## src/rtl/nvsr_pkg.sv

```systemverilog
package nvsr_pkg;

    typedef enum logic [2:0] {
        ST_OFF,
        ST_CLR,
        ST_LD,
        ST_IDLE,
        ST_GRACE,
        ST_ERASE,
        ST_PROG,
        ST_HOLD
    } nvsr_state_t;

    typedef enum logic [2:0] {
        PH_NONE  = 3'd0,
        PH_ERASE = 3'd1,
        PH_PROG  = 3'd2,
        PH_CLEAR = 3'd3,
        PH_LOAD  = 3'd4
    } nvsr_phase_t;

    localparam logic [1:0] CMD_STORE    = 2'b00;
    localparam logic [1:0] CMD_RECALL   = 2'b01;
    localparam logic [1:0] CMD_AUTO_OFF = 2'b10;
    localparam logic [1:0] CMD_AUTO_ON  = 2'b11;

endpackage

```

## src/rtl/nvsr_timer.sv

```systemverilog
module nvsr_timer #(
    parameter int CW = 8
) (
    input  logic          clk,
    input  logic          rst_n,
    input  logic          load,
    input  logic [CW-1:0] load_val,
    output logic          zero
);
    logic [CW-1:0] cnt;

    always_ff @(posedge clk or negedge rst_n) begin
        if (!rst_n) begin
            cnt <= '0;
        end else if (load) begin
            cnt <= load_val;
        end else if (cnt != '0) begin
            cnt <= cnt - CW'(1);
        end
    end

    assign zero = (cnt == '0);

endmodule

```

## src/rtl/nvsr_access_gate.sv

```systemverilog
module nvsr_access_gate (
    input  logic clk,
    input  logic rst_n,
    input  logic host_ce_n,
    input  logic host_we_n,
    input  logic in_idle,
    input  logic in_grace,
    input  logic pin_high,
    input  logic pwr_good,
    input  logic rearm,
    output logic wr_grant,
    output logic rd_grant
);
    logic wr_cyc;
    logic armed;

    assign wr_cyc = !host_ce_n && !host_we_n;

    // A write cycle already open when idle is entered is not armed.
    always_ff @(posedge clk or negedge rst_n) begin
        if (!rst_n) begin
            armed <= 1'b0;
        end else if (rearm) begin
            armed <= !wr_cyc;
        end else if (!wr_cyc) begin
            armed <= 1'b1;
        end
    end

    assign wr_grant = in_idle && pwr_good && pin_high && armed && wr_cyc;
    assign rd_grant = (in_idle || in_grace) && pwr_good && !host_ce_n && host_we_n;

    // a write granted in the first idle cycle must have been absent the cycle before
    assert_rearm_fresh_R10: assert property (@(posedge clk) disable iff (!rst_n)
        ($rose(in_idle) && wr_cyc && $past(wr_cyc)) |-> !wr_grant);

endmodule

```

## src/rtl/nvsr_flags.sv

```systemverilog
module nvsr_flags (
    input  logic clk,
    input  logic rst_n,
    input  logic wr_grant,
    input  logic store_start,
    input  logic recall_start,
    input  logic pup_start,
    input  logic auto_cmd,
    input  logic auto_val,
    output logic dirty,
    output logic autostore_en
);
    logic nv_auto;

    always_ff @(posedge clk or negedge rst_n) begin
        if (!rst_n) begin
            dirty <= 1'b0;
        end else if (store_start || recall_start) begin
            dirty <= 1'b0;
        end else if (wr_grant) begin
            dirty <= 1'b1;
        end
    end

    always_ff @(posedge clk or negedge rst_n) begin
        if (!rst_n) begin
            autostore_en <= 1'b1;
            nv_auto      <= 1'b1;
        end else begin
            if (store_start) begin
                nv_auto <= autostore_en;
            end
            if (pup_start) begin
                autostore_en <= nv_auto;
            end else if (auto_cmd) begin
                autostore_en <= auto_val;
            end
        end
    end

    // the written flag only rises after a granted write
    assert_dirty_from_write_R3: assert property (@(posedge clk) disable iff (!rst_n)
        $rose(dirty) |-> $past(wr_grant));

endmodule

```

## src/rtl/nvsr_fsm.sv

```systemverilog
module nvsr_fsm
    import nvsr_pkg::*;
#(
    parameter int STORE_CYC      = 625000,
    parameter int SW_RECALL_CYC  = 2000,
    parameter int PUP_RECALL_CYC = 1000000,
    parameter int GRACE_CYC      = 50,
    parameter int CW             = 20
) (
    input  logic          clk,
    input  logic          rst_n,
    input  logic          pwr_good,
    input  logic          pin_high,
    input  logic          sw_cmd_valid,
    input  logic [1:0]    sw_cmd_kind,
    input  logic          dirty,
    input  logic          autostore_en,
    input  logic          tmr_zero,
    output logic          tmr_load,
    output logic [CW-1:0] tmr_val,
    output nvsr_phase_t   phase,
    output logic          busy_pull,
    output logic          in_idle,
    output logic          in_grace,
    output logic          store_start,
    output logic          recall_start,
    output logic          pup_start,
    output logic          rearm,
    output logic          auto_cmd,
    output logic          auto_val
);
    localparam int ERASE_CYC  = STORE_CYC / 2;
    localparam int PROG_CYC   = STORE_CYC - ERASE_CYC;
    localparam int SW_CLR_CYC = SW_RECALL_CYC / 2;
    localparam int SW_LD_CYC  = SW_RECALL_CYC - SW_CLR_CYC;
    localparam int PU_CLR_CYC = PUP_RECALL_CYC / 2;
    localparam int PU_LD_CYC  = PUP_RECALL_CYC - PU_CLR_CYC;

    nvsr_state_t st, nxt;
    logic        rc_pup;
    logic        auto_ok;

    assign auto_ok = autostore_en && dirty;

    // state register
    always_ff @(posedge clk or negedge rst_n) begin
        if (!rst_n) begin
            st     <= ST_OFF;
            rc_pup <= 1'b0;
        end else begin
            st <= nxt;
            if (st == ST_OFF && nxt == ST_CLR) begin
                rc_pup <= 1'b1;
            end else if (st == ST_IDLE && nxt == ST_CLR) begin
                rc_pup <= 1'b0;
            end
        end
    end

    // next state
    always_comb begin
        nxt = st;
        unique case (st)
            ST_OFF: begin
                if (pwr_good) nxt = ST_CLR;
            end
            ST_CLR: begin
                if (!pwr_good)    nxt = ST_OFF;
                else if (tmr_zero) nxt = ST_LD;
            end
            ST_LD: begin
                if (!pwr_good)    nxt = ST_OFF;
                else if (tmr_zero) nxt = ST_IDLE;
            end
            ST_IDLE: begin
                if (!pwr_good)                                    nxt = auto_ok ? ST_ERASE : ST_OFF;
                else if (!pin_high)                               nxt = ST_GRACE;
                else if (sw_cmd_valid && sw_cmd_kind == CMD_STORE)  nxt = ST_ERASE;
                else if (sw_cmd_valid && sw_cmd_kind == CMD_RECALL) nxt = ST_CLR;
            end
            ST_GRACE: begin
                if (!pwr_good)     nxt = auto_ok ? ST_ERASE : ST_OFF;
                else if (tmr_zero) nxt = dirty ? ST_ERASE : ST_HOLD;
            end
            ST_ERASE: begin
                if (tmr_zero) nxt = ST_PROG;
            end
            ST_PROG: begin
                if (tmr_zero) nxt = pwr_good ? ST_HOLD : ST_OFF;
            end
            ST_HOLD: begin
                if (!pwr_good)    nxt = ST_OFF;
                else if (pin_high) nxt = ST_IDLE;
            end
            default: nxt = ST_OFF;
        endcase
    end

    // outputs
    always_comb begin
        phase     = PH_NONE;
        busy_pull = 1'b0;
        unique case (st)
            ST_ERASE: begin phase = PH_ERASE; busy_pull = 1'b1; end
            ST_PROG:  begin phase = PH_PROG;  busy_pull = 1'b1; end
            ST_CLR:   phase = PH_CLEAR;
            ST_LD:    phase = PH_LOAD;
            default:  phase = PH_NONE;
        endcase

        in_idle      = (st == ST_IDLE);
        in_grace     = (st == ST_GRACE);
        store_start  = (nxt == ST_ERASE) && (st != ST_ERASE);
        recall_start = (nxt == ST_CLR) && (st != ST_CLR);
        pup_start    = (st == ST_OFF) && (nxt == ST_CLR);
        rearm        = (nxt == ST_IDLE) && (st != ST_IDLE);
        auto_cmd     = (st == ST_IDLE) && (nxt == ST_IDLE) && sw_cmd_valid && sw_cmd_kind[1];
        auto_val     = sw_cmd_kind[0];

        tmr_load = (nxt != st);
        unique case (nxt)
            ST_CLR:   tmr_val = (st == ST_OFF) ? CW'(PU_CLR_CYC - 1) : CW'(SW_CLR_CYC - 1);
            ST_LD:    tmr_val = rc_pup ? CW'(PU_LD_CYC - 1) : CW'(SW_LD_CYC - 1);
            ST_GRACE: tmr_val = CW'(GRACE_CYC - 1);
            ST_ERASE: tmr_val = CW'(ERASE_CYC - 1);
            ST_PROG:  tmr_val = CW'(PROG_CYC - 1);
            default:  tmr_val = '0;
        endcase
    end

    // erase is always followed by program
    assert_erase_then_prog_R4: assert property (@(posedge clk) disable iff (!rst_n)
        (phase == PH_ERASE) |=> (phase == PH_ERASE || phase == PH_PROG));

    // program is only reached through erase
    assert_prog_after_erase_R4: assert property (@(posedge clk) disable iff (!rst_n)
        (phase == PH_PROG) |-> ($past(phase) == PH_ERASE || $past(phase) == PH_PROG));

    // load is only reached through clear
    assert_load_after_clear_R5: assert property (@(posedge clk) disable iff (!rst_n)
        (phase == PH_LOAD) |-> ($past(phase) == PH_CLEAR || $past(phase) == PH_LOAD));

    // while the pin is seen low outside a store, idle is never entered
    assert_hold_until_high_R7: assert property (@(posedge clk) disable iff (!rst_n)
        (st == ST_HOLD && !pin_high) |=> (st != ST_IDLE));

endmodule

```

## src/rtl/nvsr_seq.sv

```systemverilog
module nvsr_seq #(
    parameter int STORE_CYC      = 625000,
    parameter int SW_RECALL_CYC  = 2000,
    parameter int PUP_RECALL_CYC = 1000000,
    parameter int GRACE_CYC      = 50
) (
    input  logic       clk,
    input  logic       rst_n,
    input  logic       pwr_good,
    input  logic       hwreq_n_in,
    output logic       busy_pull,
    input  logic       sw_cmd_valid,
    input  logic [1:0] sw_cmd_kind,
    input  logic       host_ce_n,
    input  logic       host_we_n,
    output logic       wr_grant,
    output logic       rd_grant,
    output logic [2:0] arr_phase,
    output logic       autostore_en,
    output logic       dirty
);
    import nvsr_pkg::*;

    localparam int MAX_AB = (STORE_CYC > SW_RECALL_CYC) ? STORE_CYC : SW_RECALL_CYC;
    localparam int MAX_CD = (PUP_RECALL_CYC > GRACE_CYC) ? PUP_RECALL_CYC : GRACE_CYC;
    localparam int MAXD   = (MAX_AB > MAX_CD) ? MAX_AB : MAX_CD;
    localparam int CW     = $clog2(MAXD + 1);

    logic          tmr_load, tmr_zero;
    logic [CW-1:0] tmr_val;
    nvsr_phase_t   phase;
    logic          in_idle, in_grace;
    logic          store_start, recall_start, pup_start, rearm;
    logic          auto_cmd, auto_val;

    nvsr_timer #(.CW(CW)) i_timer (
        .clk      (clk),
        .rst_n    (rst_n),
        .load     (tmr_load),
        .load_val (tmr_val),
        .zero     (tmr_zero)
    );

    nvsr_fsm #(
        .STORE_CYC      (STORE_CYC),
        .SW_RECALL_CYC  (SW_RECALL_CYC),
        .PUP_RECALL_CYC (PUP_RECALL_CYC),
        .GRACE_CYC      (GRACE_CYC),
        .CW             (CW)
    ) i_fsm (
        .clk          (clk),
        .rst_n        (rst_n),
        .pwr_good     (pwr_good),
        .pin_high     (hwreq_n_in),
        .sw_cmd_valid (sw_cmd_valid),
        .sw_cmd_kind  (sw_cmd_kind),
        .dirty        (dirty),
        .autostore_en (autostore_en),
        .tmr_zero     (tmr_zero),
        .tmr_load     (tmr_load),
        .tmr_val      (tmr_val),
        .phase        (phase),
        .busy_pull    (busy_pull),
        .in_idle      (in_idle),
        .in_grace     (in_grace),
        .store_start  (store_start),
        .recall_start (recall_start),
        .pup_start    (pup_start),
        .rearm        (rearm),
        .auto_cmd     (auto_cmd),
        .auto_val     (auto_val)
    );

    nvsr_access_gate i_gate (
        .clk       (clk),
        .rst_n     (rst_n),
        .host_ce_n (host_ce_n),
        .host_we_n (host_we_n),
        .in_idle   (in_idle),
        .in_grace  (in_grace),
        .pin_high  (hwreq_n_in),
        .pwr_good  (pwr_good),
        .rearm     (rearm),
        .wr_grant  (wr_grant),
        .rd_grant  (rd_grant)
    );

    nvsr_flags i_flags (
        .clk          (clk),
        .rst_n        (rst_n),
        .wr_grant     (wr_grant),
        .store_start  (store_start),
        .recall_start (recall_start),
        .pup_start    (pup_start),
        .auto_cmd     (auto_cmd),
        .auto_val     (auto_val),
        .dirty        (dirty),
        .autostore_en (autostore_en)
    );

    assign arr_phase = phase;

    // no host access while the array is being worked on
    assert_no_access_in_op_R8: assert property (@(posedge clk) disable iff (!rst_n)
        (phase != PH_NONE) |-> (!wr_grant && !rd_grant));

    // the written flag is already clear when a store or recall step begins
    assert_dirty_clear_in_op_R12: assert property (@(posedge clk) disable iff (!rst_n)
        (phase == PH_ERASE || phase == PH_CLEAR) |-> !dirty);

    // a store never runs alongside a granted write
    assert_busy_no_write_R6: assert property (@(posedge clk) disable iff (!rst_n)
        busy_pull |-> !wr_grant);

endmodule

```

## config.mk

```make
export PLATFORM = sky130hd
export DESIGN_NAME = nvsr_seq
export DESIGN_NICKNAME = d
export VERILOG_FILES = /design/src/rtl/nvsr_pkg.sv /design/src/rtl/nvsr_timer.sv /design/src/rtl/nvsr_access_gate.sv /design/src/rtl/nvsr_flags.sv /design/src/rtl/nvsr_fsm.sv /design/src/rtl/nvsr_seq.sv
export SDC_FILE = /design/constraint.sdc
export NUM_CORES = 1
export LEC_CHECK = 0
export ABC_AREA = 1
export ABC_CLOCK_PERIOD_IN_PS = 7350
export BUFFER_PORTS_ARGS = -buffer_cell sky130_fd_sc_hd__buf_4
export CAP_MARGIN = 10
export CORE_AREA = 3 3 67 69
export DETAILED_ROUTE_END_ITERATION = 8
export DIE_AREA = 0 0 70 72
export PLACE_DENSITY = 0.84
export RECOVER_POWER = 100
export SYNTH_ARGS = -nofsm -noshare
export SYNTH_HDL_FRONTEND = slang
export SYNTH_HIERARCHICAL = 1
export SYNTH_SLANG_ARGS = --single-unit
```

## constraint.sdc

```tcl
create_clock -name clk -period 7.35 [get_ports clk]
set_input_delay 1.1025 -clock clk [delete_from_list [all_inputs] [get_ports clk]]
set_output_delay 1.1025 -clock clk [all_outputs]
set_load 0.005 [all_outputs]
```

== After elaboration in Yosys (flattened, before gate mapping) ==
Index checks and enable logic that the tools add are counted.

* Register bits after elaboration: 28
* Bits in latches: 0
* Memory bits (writable): 0
* Bits in read-only memories: 0
* Input port bits: 9
* Output and inout bits: 8
* Logic and storage cells: 95
* Memories: 0

* Add/subtract/negate cells: 1
* Multiply operators: 0
* Divide/modulo/power cells: 0
* Order comparisons: 0
* Equality and inequality tests: 19
* Shifts and indexed selects: 0
* Mux-type cells: 34
* Bitwise operators: 0
* Reductions and logical operators: 34

{| class="wikitable"
|+ Operators with widths
! cell !! count
|-
| $pmux W20 S4 || 1
|-
| $mux W3 || 17
|-
| $mux W20 || 2
|-
| $mux W19 || 2
|-
| $pmux W3 S8 || 1
|-
| $eq A3 B3 Y1 const B || 7
|-
| $logic_not A20 Y1 || 1
|-
| $reduce_bool A20 Y1 || 1
|-
| $sub A20 B1 Y20 const B || 1
|-
| $logic_and A1 B1 Y1 || 19
|-
| $eq A3 B2 Y1 const B || 4
|-
| $pmux W3 S4 || 1
|-
| $mux W1 || 9
|-
| $reduce_bool A2 Y1 || 4
|-
| $eq A3 B1 Y1 const B || 2
|-
| $reduce_or A2 Y1 || 2
|-
| $logic_not A1 Y1 || 3
|-
| $logic_not A3 Y1 || 1
|-
| $ne A3 B1 Y1 const B || 1
|-
| $ne A3 B2 Y1 const B || 1
|-
| $ne A3 B3 Y1 || 1
|-
| $ne A3 B3 Y1 const B || 1
|-
| $eq A2 B1 Y1 const B || 1
|-
| $logic_not A2 Y1 || 1
|-
| other kinds (3) || 4
|}

== Longest topological paths before layout ==
* Depth in word-level cells: 13
* Mapped depth: 21
* Mapped depth without buffers: 21

== Hierarchy ==
Netlist, hierarchy kept.

{| class="wikitable"
|+ By module, submodules not included
! module !! times used !! cells each !! area each (um^2) !! sequential area each (um^2)
|-
| nvsr_timer || 1 || 209 || 1390.1 || 500.5
|-
| nvsr_fsm || 1 || 139 || 748.2 || 100.1
|-
| nvsr_flags || 1 || 16 || 130.1 || 77.6
|-
| nvsr_access_gate || 1 || 12 || 71.3 || 25.0
|}

== Least setup slack after synthesis ==
No wires, ideal clock.

* Path kind: input port to flip-flop
* Start: in pwr_good
* End: reg i_timer.cnt[3]
* Data arrival time: 2.695 ns
* Setup slack: 4.538 ns
* Stages: 15
* Path buffers: 3
* Cell sequence: buf_6 -> inv_2 -> nand2_1 -> inv_1 -> nor2_1 -> nor3_2 -> nand2_1 -> nor2_2 -> nand2_1 -> o2111ai_1 -> clkbuf_1 -> clkbuf_1 -> nor2_1 -> nand2_1 -> nand2_1

{| class="wikitable"
|+ RTL lines
! what !! line !! RTL
|-
| start, declared || nvsr_seq.sv:9 || <nowiki>input logic pwr_good,</nowiki>
|-
| $mux W3 (2 in a row) || nvsr_fsm.sv:89 || <nowiki>if (tmr_zero) nxt = pwr_good ? ST_HOLD : ST_OFF;</nowiki>
|-
| $pmux W3 S8 (*) || nvsr_fsm.sv:63 || <nowiki>unique case (st)</nowiki>
|-
| $ne A3 B3 Y1 (*) || nvsr_fsm.sv:120 || <nowiki>tmr_load = (nxt != st);</nowiki>
|-
| net tmr_load || nvsr_seq.sv:29 || <nowiki>logic tmr_load, tmr_zero;</nowiki>
|-
| $mux W20 or $reduce_bool A2 Y1 (tied branches) || - ||
|-
| end signal, assigned || nvsr_timer.sv:16 || <nowiki>cnt <= load_val;</nowiki>
|-
| end signal, assigned || nvsr_timer.sv:18 || <nowiki>cnt <= cnt - CW'(1);</nowiki>
|-
| end, declared || nvsr_timer.sv:10 || <nowiki>logic [CW-1:0] cnt;</nowiki>
|}

Mark *: on every way through the listed nets, which the timed path passes. The rest lies on a longest branch.
A chain may end at the register's enable or synchronous reset.

== Final worst setup path ==
* Start: reg i_timer.cnt[0]
* End: reg i_timer.cnt[4]

{| class="wikitable"
|+ RTL lines
! what !! line !! RTL
|-
| $logic_not A20 Y1 (*) || nvsr_timer.sv:22 || <nowiki>assign zero = (cnt == '0);</nowiki>
|-
| net tmr_zero || nvsr_seq.sv:29 ||
|-
| $mux W3, on equally long branches || nvsr_fsm.sv:83, nvsr_fsm.sv:69, nvsr_fsm.sv:73 ||
|-
| $mux W3, on equally long branches || nvsr_fsm.sv:82, nvsr_fsm.sv:68, nvsr_fsm.sv:72 ||
|-
| $pmux W3 S8 (*) || nvsr_fsm.sv:63 ||
|-
| $ne A3 B3 Y1 (*) || nvsr_fsm.sv:120 ||
|-
| net tmr_load || nvsr_seq.sv:29 ||
|-
| $mux W20 or $reduce_bool A2 Y1 (tied branches) || - ||
|}

Mark *: on every way through the listed nets, which the timed path passes. The rest lies on a longest branch. The select of a mux whose other input is x is not followed.

==> metrics <==
status finished, violations left; failing checks capacitance limit; area occupied by multi-input gates 0.00133 mm2; post-synthesis mux area share 0%; synthesized area between 0.002 and 0.0025 mm2; Critical Path End Type flip-flop; Worst VDD drop 0.252 mV; Final Hold Viols 0; critical path startpoint category flip-flop; Synth Area in Compound Gates 4.60%; GR Util All Layers 23.3%; Setup Skew 0.00573 ns; # IOs 17; Cells after DPL roughly 430; post-layout min period 4.41 ns; detailed-route via count 2348; Die Y approximately 70 um; layout cell share with drive strength beyond 1 a little under an eighth; Fin Setup TNS 0 ns; RSZ-0062 raised after global routing no; Simple-Gate Fraction of Synth Area approximately half; fmax 227 MHz; Unique masters post-synth 34; Reg area 703 um2; PD cells 379 mW/mm2; R2R cell count 19; vias in the first global route 2212; Final ANT Viol Nets 0; Initial DRC Count 177; Area growth syn-to-layout 4.33%; die area 0.00504 mm2; CTS root buf clkbuf_8; CTS tree built; Port Buffers 16; post-CTS repair timing setup buffer count 0; R2R Path End i_timer/cnt[4]$_DFFE_PN0P_; Post-Layout Cell Count 432; Crit Path Max Fanout 25; DP HPWL 4410 um; reg2reg setup slack 2.94 ns; row count 23; first-pass GRT wire length about 9700 um; Chip Width 70 um; worst setup path startpoint i_timer/cnt[0]$_DFFE_PN0P_; final worst slack 2.94 ns; total CTS buffers 3; final slew viol count 0; H-tree Lvls 1; Finish-stage setup viols 0; Pwr Total around 0.92 mW; worst slack, placed 4.18 ns; via-per-instance ratio 5.44; post-synthesis sequential area ratio 30.1%; Max Cap Viol 1; Synth Area per Inst 6.22 um2; # clock sinks 28; cts hold-fix bufs 0; Rel. slew slack 0.502%; final worst-path cycle share about 60%; Diodes inserted 0; core area 0.00397 mm2; final core occ 61.5%; filler cell count 415; Overflow after GRT 0; # DRC 0; First-pass DRT Iterations 4; crit path DAT roughly 4.6 ns; synth warn 6; post_cts resized 0; Worst-path clk slew ~0.090 ns; Avg WL per Cell 12.7 um; Hold Crit Class flip-flop to flip-flop; Cells after Synth 376; Adder-Cell Fraction of Synth Area 1.07%; largest net degree at the start of global routing 29; Worst EP required 7.51 ns; Crit Reg-Reg Startpoint i_timer/cnt[0]$_DFFE_PN0P_; Worst-Margin Slew 1.49 ns; WL final 5500 um; Placer Congestion 0.929; #FFs+latches synth 28; clk_lat worst skew 0.28 ns; initial core utilization 58.9%; WS Path Type flip-flop to flip-flop; crit path capture i_timer/cnt[4]$_DFFE_PN0P_; LEAKAGE between 1 and 1.5 nW; main combinational cell family by area after synthesis simple AND/OR/NAND/NOR gates; CTS max path bufs 2; initial antenna violation count 0; final layout net count 394; XOR/XNOR Fraction of Synth Area 1.87%
-- worst max-delay path: stages, from the launching register on --
cell,delay (ns)
dfrtp_1,0.38
inv_1,0.11
ha_1,0.18
nand2_1,0.07
nor4_1,0.24
and3_1,0.31
nand2_1,0.11
inv_1,0.06
nor2_1,0.06
nor3_1,0.26
nand2_1,0.08
nor2_1,0.34
nand2_1,0.09
o2111ai_1,0.12
clkbuf_1,0.73
inv_1,0.23
nand2_1,0.28
clkinvlp_2,0.38
nand2_1,0.17
nand2_1,0.08
-- through the flow --
stage | cell area (um2) | hold slack [ns]
6_report | 2440 | 0.477
5_1_grt | 2440 | 0.509
4_1_cts | 2470 | 0.477
3_5_place_dp | 2420 | 0.461
3_3_place_gp | 2420 | 0.463
2_1_floorplan | 2350 | 0.446
-- layer usage --
| layer | part of all wire, % | routed length (um) | global-route usage, % | up-vias |
|---|---|---|---|---|
| met5 | 0 | 0 | 0 | - |
| met4 | 1.7 | 91 | 7.23 | 0 |
| met3 | 4.7 | 258 | 3.74 | 12 |
| met2 | 47 | 2600 | 38.9 | 66 |
| met1 | 46 | 2550 | 31.2 | 1087 |
| li1 | - | - | - | 1183 |
-- Yosys cell counts --
cell type | count | area, um2
and3_1 | 1 | 6.26
nand2_2 | 6 | 37.5
buf_4 | 12 | 90.1
buf_2 | 1 | 5.00
conb_1 | 1 | 3.75
o21ai_0 | 9 | 45.0
nor2_2 | 9 | 56.3
inv_1 | 39 | 146
nand2_4 | 1 | 11.3
nor4_1 | 1 | 6.26
nand4_1 | 11 | 68.8
dfstp_2 | 2 | 52.6
inv_2 | 5 | 18.8
o21ai_1 | 4 | 20.0
nand3_2 | 1 | 10.0
nand3b_1 | 4 | 30.0
xor2_1 | 3 | 26.3
xnor2_1 | 2 | 17.5
nor2_1 | 38 | 143
a21oi_1 | 5 | 25.0
clkbuf_1 | 3 | 11.3
nor3_1 | 8 | 40.0
nand2_1 | 136 | 510
buf_6 | 1 | 11.3
ha_1 | 2 | 25.0
nor2_4 | 3 | 33.8
a21oi_2 | 1 | 8.76
inv_4 | 1 | 6.26
nor3_2 | 1 | 10.0
nand3_4 | 1 | 17.5
nand3_1 | 36 | 180
or2_2 | 1 | 6.26
o2111ai_1 | 1 | 8.76
dfrtp_1 | 26 | 651
-- flip-flops by register name, summed over array words and instances (netlist names) --
register	cells
i_flags/autostore_en	1
i_flags/dirty	1
i_flags/nv_auto	1
i_fsm/rc_pup	1
i_fsm/st	3
i_gate/armed	1
i_timer/cnt	20
-- where the power goes --
part / switching, mW / internal (mW)
Clock: 0.0479 / 0.0480
Sequential: 0.0568 / 0.219
Combinational: 0.377 / 0.176
Total: 0.482 / 0.443
-- placed cells by master (no fill, tap or decap) --
cell type   count
or2_2           1
buf_4           9
conb_1          3
nor4_1          1
nand2_2         5
nor2_4          3
dfstp_1         1
nor2_1         40
ha_1            2
nand3_1        37
clkbuf_1        2
and3_1          1
nand2_1       138
a21oi_1         5
nor2_2          7
nand3_4         1
inv_1          40
nor3_1          9
clkbuf_4        6
o21ai_0        12
nand4_1        11
clkinvlp_2      1
dfrtp_1        26
o2111ai_1       1
inv_2           4
xnor2_1         2
xor2_1          3
nand3b_1        4
o21ai_1         1
clkbuf_8        4
a21oi_2         1
dfstp_2         1
-- worst min-delay path by stage --
stage / slack [ns] / cells after the start / end / from
floorplan: 0.45 / 2 / i_flags/autostore_en$_DFFE_PN1P_ / i_flags/nv_auto$_DFFE_PN1P_
global placement: 0.46 / 2 / i_flags/autostore_en$_DFFE_PN1P_ / i_flags/nv_auto$_DFFE_PN1P_
detailed placement: 0.46 / 2 / i_flags/autostore_en$_DFFE_PN1P_ / i_flags/nv_auto$_DFFE_PN1P_
CTS: 0.48 / 2 / i_flags/autostore_en$_DFFE_PN1P_ / i_flags/nv_auto$_DFFE_PN1P_
global route: 0.51 / 2 / i_flags/autostore_en$_DFFE_PN1P_ / i_flags/nv_auto$_DFFE_PN1P_
finish: 0.48 / 2 / i_flags/autostore_en$_DFFE_PN1P_ / i_flags/nv_auto$_DFFE_PN1P_
-- area by class of cell --
cell class / instances / share of cell area (%)
clock buffers: 4 / 2.26
inverters: 45 / 6.97
multi-input cells: 288 / 54.5
flip-flops and latches: 28 / 28.8
well taps: 50 / 2.56
repair buffers: 17 / 4.92
-- kinds of logic (layout without fill, tap and decap cells) --
| logic type | Yosys count | count (layout) |
|---|---|---|
| buffers and inverters | 62 | 66 |
| DFF | 28 | 28 |
| other | 1 | 3 |
| adders and majority gates | 2 | 2 |
| xor gates and xnor gates | 5 | 5 |
| AOI/OAI and AO/OA | 20 | 20 |
| and+or+nand+nor | 258 | 258 |
Note: power is estimated with default switching activity, not from simulation.
